$ cat src/rtl/cmpl_idle_out_pkg.sv
package cmpl_idle_out_pkg;
  // Idle-level bits: [2] single-ended, [1] complementary, [0] main
  typedef struct packed {
    logic se;
    logic neg;
    logic pos;
  } idle_t;
endpackage

$ cat src/rtl/cmpl_idle_regs.sv
module cmpl_idle_regs #(
  parameter int LOCK_W = 2
) (
  input  logic                           clk,
  input  logic                           rst,
  input  logic                           cfg_we,
  input  logic [2:0]                     cfg_wdata,
  input  logic                           lock_we,
  input  logic [LOCK_W-1:0]              lock_wdata,
  output cmpl_idle_out_pkg::idle_t       idle_q,
  output logic [LOCK_W-1:0]              lock_q
);
  logic unlocked;
  assign unlocked = (lock_q == '0);

  always_ff @(posedge clk) begin
    if (rst) begin
      idle_q <= '0;
      lock_q <= '0;
    end else begin
      if (cfg_we && unlocked)
        idle_q <= cmpl_idle_out_pkg::idle_t'(cfg_wdata);
      if (lock_we && unlocked)
        lock_q <= lock_wdata;
    end
  end
endmodule

$ cat src/rtl/cmpl_idle_pair.sv
module cmpl_idle_pair #(
  parameter int DT_W = 8
) (
  input  logic            clk,
  input  logic            rst,
  input  logic            moe,
  input  logic            ref_in,
  input  logic            idle_pos,
  input  logic            idle_neg,
  input  logic [DT_W-1:0] dt,
  output logic            out_pos,
  output logic            out_neg
);
  // target pair: {neg, pos}
  logic [1:0]      tgt, tgt_q, out_q;
  logic            moe_q, trig;
  logic [DT_W-1:0] cnt;

  assign tgt  = moe ? {~ref_in, ref_in} : {idle_neg, idle_pos};
  assign trig = (tgt != tgt_q) || (moe != moe_q);

  always_ff @(posedge clk) begin
    if (rst) begin
      tgt_q <= 2'b00;
      moe_q <= 1'b0;
      cnt   <= '0;
      out_q <= 2'b00;
    end else begin
      tgt_q <= tgt;
      moe_q <= moe;
      if (trig) begin
        if (dt == '0) begin
          cnt   <= '0;
          out_q <= tgt;
        end else begin
          cnt   <= dt;
          out_q <= 2'b00;
        end
      end else if (cnt > DT_W'(1)) begin
        cnt   <= cnt - DT_W'(1);
        out_q <= 2'b00;
      end else begin
        cnt   <= '0;
        out_q <= tgt;
      end
    end
  end

  assign out_pos = out_q[0];
  assign out_neg = out_q[1];
endmodule

$ cat src/rtl/cmpl_idle_se.sv
module cmpl_idle_se (
  input  logic clk,
  input  logic rst,
  input  logic moe,
  input  logic ref_in,
  input  logic idle_lvl,
  output logic out
);
  always_ff @(posedge clk) begin
    if (rst) out <= 1'b0;
    else     out <= moe ? ref_in : idle_lvl;
  end
endmodule

$ cat src/rtl/cmpl_idle_out.sv
module cmpl_idle_out #(
  parameter int DT_W   = 8,
  parameter int LOCK_W = 2
) (
  input  logic              clk,
  input  logic              rst,
  input  logic              ref1_i,
  input  logic              ref2_i,
  input  logic              moe_i,
  input  logic [DT_W-1:0]   dt_i,
  input  logic              cfg_we_i,
  input  logic [2:0]        cfg_wdata_i,
  input  logic              lock_we_i,
  input  logic [LOCK_W-1:0] lock_wdata_i,
  output logic              ch1_o,
  output logic              ch1n_o,
  output logic              ch2_o
);
  cmpl_idle_out_pkg::idle_t idle_q;
  logic [LOCK_W-1:0]        lock_q;

  cmpl_idle_regs #(.LOCK_W(LOCK_W)) u_regs (
    .clk(clk), .rst(rst),
    .cfg_we(cfg_we_i), .cfg_wdata(cfg_wdata_i),
    .lock_we(lock_we_i), .lock_wdata(lock_wdata_i),
    .idle_q(idle_q), .lock_q(lock_q)
  );

  cmpl_idle_pair #(.DT_W(DT_W)) u_pair (
    .clk(clk), .rst(rst), .moe(moe_i), .ref_in(ref1_i),
    .idle_pos(idle_q.pos), .idle_neg(idle_q.neg), .dt(dt_i),
    .out_pos(ch1_o), .out_neg(ch1n_o)
  );

  cmpl_idle_se u_se (
    .clk(clk), .rst(rst), .moe(moe_i), .ref_in(ref2_i),
    .idle_lvl(idle_q.se), .out(ch2_o)
  );
endmodule

$ cat config.mk
export PLATFORM = sky130hd
export DESIGN_NAME = cmpl_idle_out
export DESIGN_NICKNAME = d
export VERILOG_FILES = /design/src/rtl/cmpl_idle_out_pkg.sv /design/src/rtl/cmpl_idle_regs.sv /design/src/rtl/cmpl_idle_pair.sv /design/src/rtl/cmpl_idle_se.sv /design/src/rtl/cmpl_idle_out.sv
export SDC_FILE = /design/constraint.sdc
export NUM_CORES = 1
export LEC_CHECK = 0
export ABC_CLOCK_PERIOD_IN_PS = 2070
export CORE_ASPECT_RATIO = 1.4
export CORE_MARGIN = 4
export CORE_UTILIZATION = 47
export DETAILED_ROUTE_END_ITERATION = 12
export PLACE_DENSITY = 0.76
export REMOVE_ABC_BUFFERS = 1
export SYNTH_ARGS = -nofsm -noshare
export SYNTH_HDL_FRONTEND = slang
export SYNTH_SLANG_ARGS = --single-unit
$ cat constraint.sdc
create_clock -name clk -period 2.07 [get_ports clk]
set_input_delay 0.207 -clock clk [delete_from_list [all_inputs] [get_ports clk]]
set_output_delay 0.207 -clock clk [all_outputs]
set_load 0.1 [all_outputs]
**Word-level counts from Yosys, hierarchy flattened**

Cells that the tools add are included.

- Input bits: 20
- Register bits after elaboration: 19
- Word-level logic and storage cells: 27

- Order comparisons: 1
- Eq/ne operators: 2
- Multiplexer cells: 8
- Reductions and logical operators: 5
- Bitwise operators: 1
- $add $sub $neg: 1

Operator list:

| operator | count |
|---|---|
| two-way mux 8 bit | 3 |
| > comparator 8 x 1 -> 1 bit (second input constant) | 1 |
| zero test 8 bit | 1 |
| two-way mux 2 bit | 4 |
| subtractor 8 x 1 -> 8 bit (second input constant) | 1 |
| logical AND 1 bit | 2 |
| zero test 2 bit | 1 |
| inequality test 2 bit | 1 |
| logical OR 1 bit | 1 |
| two-way mux 1 bit | 1 |
| inequality test 1 bit | 1 |
| NOT 1 bit | 1 |

**Logic depth before layout (Yosys ltp)**

- Depth after elaboration: 5
- Gate-level depth with buffers: 7
- Mapped depth without buffers: 7

**By module**

From an unflattened synthesis, not the netlist that was laid out.

- Cell total of the unflattened synthesis: 92
- Area, all modules: 949.7 µm²

By module, submodules not included:

| module | area an instance (µm²) | instances | cells each |
|---|---|---|---|
| cmpl_idle_pair | 696.9 | 1 | 68 |
| cmpl_idle_regs | 219.0 | 1 | 21 |
| cmpl_idle_se | 33.8 | 1 | 3 |

**Worst setup path before layout**

Ideal clock, no wire load.

- Path kind: register to register
- Start point: reg u_pair.cnt[2]
- End point: reg u_pair.cnt[7]
- Library setup time: 0.128 ns
- Arrival: 1.516 ns
- Setup slack: 0.426 ns
- Stages on the path, launching flop included: 6
- Cell sequence: dfxtp_1 -> or4_4 -> nor4_2 -> mux2_1 -> mux2i_1 -> nor2_1

- Cells in the longest elaborated chain, start to end: 3
- Elaborated cells between the ends (all ways): 4

RTL lines:

| what | line | text |
|---|---|---|
| from (decl) | cmpl_idle_pair.sv:17 | `logic [DT_W-1:0] cnt;` |
| from (signal assigned) | cmpl_idle_pair.sv:36 | `cnt <= dt;` |
| from (signal assigned) | cmpl_idle_pair.sv:40 | `cnt <= cnt - DT_W'(1);` |
| subtractor 8 x 1 -> 8 bit / > comparator 8 x 1 -> 1 bit (equally long branches) | cmpl_idle_pair.sv:40, cmpl_idle_pair.sv:39 |  |
| two-way mux 8 bit (*) | cmpl_idle_pair.sv:39 | `end else if (cnt > DT_W'(1)) begin` |
| two-way mux 8 bit (*) | cmpl_idle_pair.sv:31 | `if (trig) begin` |

Mark *: on every way between the ends. The rest lies on a longest branch, timed or not.
A chain may end at the register's enable or synchronous reset.

**Worst setup path in the final report**

- Start point: reg u_pair.cnt[0]
- End point: reg u_pair.cnt[4]

Same word-level chain as after synthesis.

==> flow_metrics.env <==
export IMPL_yosys_warnings=0
export IMPL_ys_seq_area_share_pct=40.3
export IMPL_cp_data_arrival_time_ps=1980
export IMPL_via_count=818
export IMPL_leakage_nw=0.510
export IMPL_nets=152
export IMPL_gr_total_overflow=0
export IMPL_fmax_mhz=574
export IMPL_tightest_slew_ps=357
export IMPL_cts_tree="done"
export IMPL_clock_latency_ps=290
export IMPL_ys_ff_latch=19
export IMPL_grt_pass1_vias=833
export IMPL_rr_startpoint="u_pair.cnt[0]"
export IMPL_hold_end="u_pair.cnt[0]"
export IMPL_drc=0
export IMPL_placed_cell_area_mm2=0.00118
export IMPL_ctsResizeCount=0
export IMPL_critPathLaunchType="flip-flop"
export IMPL_n_antenna_cell=0
export IMPL_total_power_mw=0.814
export IMPL_min_period_over_period_pct=84.2
export IMPL_track_usage_pct=15.6
export IMPL_gp_congestion=0.776
export IMPL_setup_viol=0
export IMPL_fin_skew_ps=2.09
export IMPL_fin_crit_ps=1740
export IMPL_start_util_pct=51.2
export IMPL_htreeDepth=1
export IMPL_end_kind="flip-flop"
export IMPL_num_rows=18
export IMPL_yosysUniqueCellTypes=33
export IMPL_finish_utilization_pct=65.3
export IMPL_stdcell_area_mm2=0.00121
export IMPL_final_max_slew_viol_count=0
export IMPL_r2r_setup_slack_ps=330
export IMPL_post_cts_buffers=0
export IMPL_clk_path_buf_depth=2
export IMPL_hold_viol=0
export IMPL_worstHoldStart="dt_i[0]"
export IMPL_cts_root_buf="clkbuf_4"
export IMPL_port_buffers=22
export IMPL_worstRegToRegCells=7
export IMPL_holdPathStages=3
export IMPL_relSlewSlack_pct=76.1
export IMPL_critPathMaxFanout=6
export IMPL_worstHoldPathType="in -> reg"
export IMPL_outcome="complete, no violations"
export IMPL_drtAntennaViolNets=0
export IMPL_syn_inst=104
export IMPL_ir_drop_mv=0.399
export IMPL_die_h_um=61.0
export IMPL_worst_setup_path_type="reg -> reg"
export IMPL_dp_hpwl_um=1630
export IMPL_rsz0062_at_grt="no"
export IMPL_coreArea_mm2=0.00185
export IMPL_viasPerCell=5.49
export IMPL_mostFrequentLayoutCells="clkdlybuf4s50_1 (19), dfxtp_1 (19), nor2_1 (13)"
export IMPL_firstDrtPassIters=4
export IMPL_cap_violations=0
export IMPL_setup_tns_ps=0
export IMPL_grt_start_max_net_pins=14
export IMPL_wl_per_cell_um=13.3
export IMPL_die_area_mm2=0.00280
export IMPL_clk_pin_slew_ps=110
export IMPL_drt_total_wl_um=1980
export IMPL_antenna_found_initial=0
export IMPL_power_density_mw_per_mm2=675
export IMPL_chipWidth_um=45.9
export IMPL_grt_pass1_wl_um=3240
export IMPL_drive_above_1_share_pct=14.0
export IMPL_syn_area_um2=945
export IMPL_cts_sinks=19
export IMPL_r2r_end="u_pair.cnt[4]"
export IMPL_drtIter0Drc=15
export IMPL_cp_required_ps=2300
export IMPL_cts_hold_buffers_added=0
export IMPL_avgSynthCellArea_um2=9.08
export IMPL_areaGrowthSynthToFinish_pct=27.7
export IMPL_num_io_pins=23
export IMPL_cts_made_buffers=3
critical path: stages, from the launching register on:
cell,delay (ps)
dfxtp_1,380
inv_1,70
ha_1,240
inv_2,60
or3_1,320
xor2_1,150
or3_1,310
a21oi_1,140
sequential cells by signal (all words and copies together) (netlist names):
register,count
u_regs.idle_q,3
u_pair.cnt,8
u_pair.out_q,2
u_regs.lock_q,2
u_se.out,1
u_pair.tgt_q,2
u_pair.moe_q,1
cell usage after synthesis (all sizes together):
cell type,instances,area (um^2)
and2,1,8.76
a31oi,2,12.5
o21ai,3,15.0
mux2i,8,80.1
nor2b,2,12.5
o21a,1,7.51
or3,6,37.5
clkbuf,2,7.51
nor2,13,48.8
nand2,5,18.8
and3,2,12.5
xnor2,2,17.5
o31a,1,8.76
or4,4,33.8
dfxtp,19,380
buf,3,26.3
nand2b,2,12.5
xor2,2,17.5
ha,2,25.0
o31ai,2,15.0
a21oi,7,35.0
mux2,1,11.3
o211ai,1,12.5
nor3,4,25.0
inv,6,22.5
nor4,3,40.0
worst max path at each step:
stage	from	to	slack, ps	cells after the start
floorplan	u_pair.cnt[2]	u_pair.cnt[7]	440	5
global placement	moe_i	u_pair.cnt[0]	160	7
detailed placement	moe_i	u_pair.out_q[0]	80	6
CTS	u_pair.cnt[0]	u_pair.cnt[4]	300	7
global route	u_pair.cnt[0]	u_pair.cnt[4]	230	7
finish	u_pair.cnt[0]	u_pair.cnt[4]	330	7
cells by family (layout without fill, tap and decap cells):
family                     count (synthesis)  in the layout  synth area share (%)
and+or+nand+nor                           42             42                  26.5
adders and majority gates                  2              2                  2.65
xor gates and xnor gates                   4              4                  3.71
AOI/OAI and AO/OA                         17             17                  11.3
DFF                                       19             19                  40.3
buffers and inverters                     11             36                  5.96
muxes                                      9              9                  9.67
report_power, final:
| group | switching [mW] | total, mW | internal (mW) |
|---|---|---|---|
| clock | 0.114 | 0.186 | 0.0718 |
| sequential | 0.0263 | 0.419 | 0.393 |
| combinational | 0.0995 | 0.209 | 0.110 |
layer usage:
metal	up-vias	global-route usage, %	wire, um
li1	413	-	-
met1	387	13.7	707
met2	16	32.9	1190
met3	2	1.75	77
met4	0	6.50	10
met5	-	0	0
through the flow:
step / hold WS (ps) / cells / worst slack (ps)
final: 476 / 149 / 327
after global routing: 487 / 149 / 229
after CTS: 470 / 149 / 305
after detailed placement: 468 / 145 / 75.2
after global placement: 454 / 145 / 162
after floorplan: 276 / 99 / 438
final cells by class:
class,instances,area (um^2)
clock buffer,3,22.5
clock inverter,1,5.00
fill,160,641
inverter,6,22.5
multi-input combinational,74,508
sequential,19,380
tap,20,25.0
timing repair buffer,26,243
Note: power is estimated with default switching activity, not from simulation.
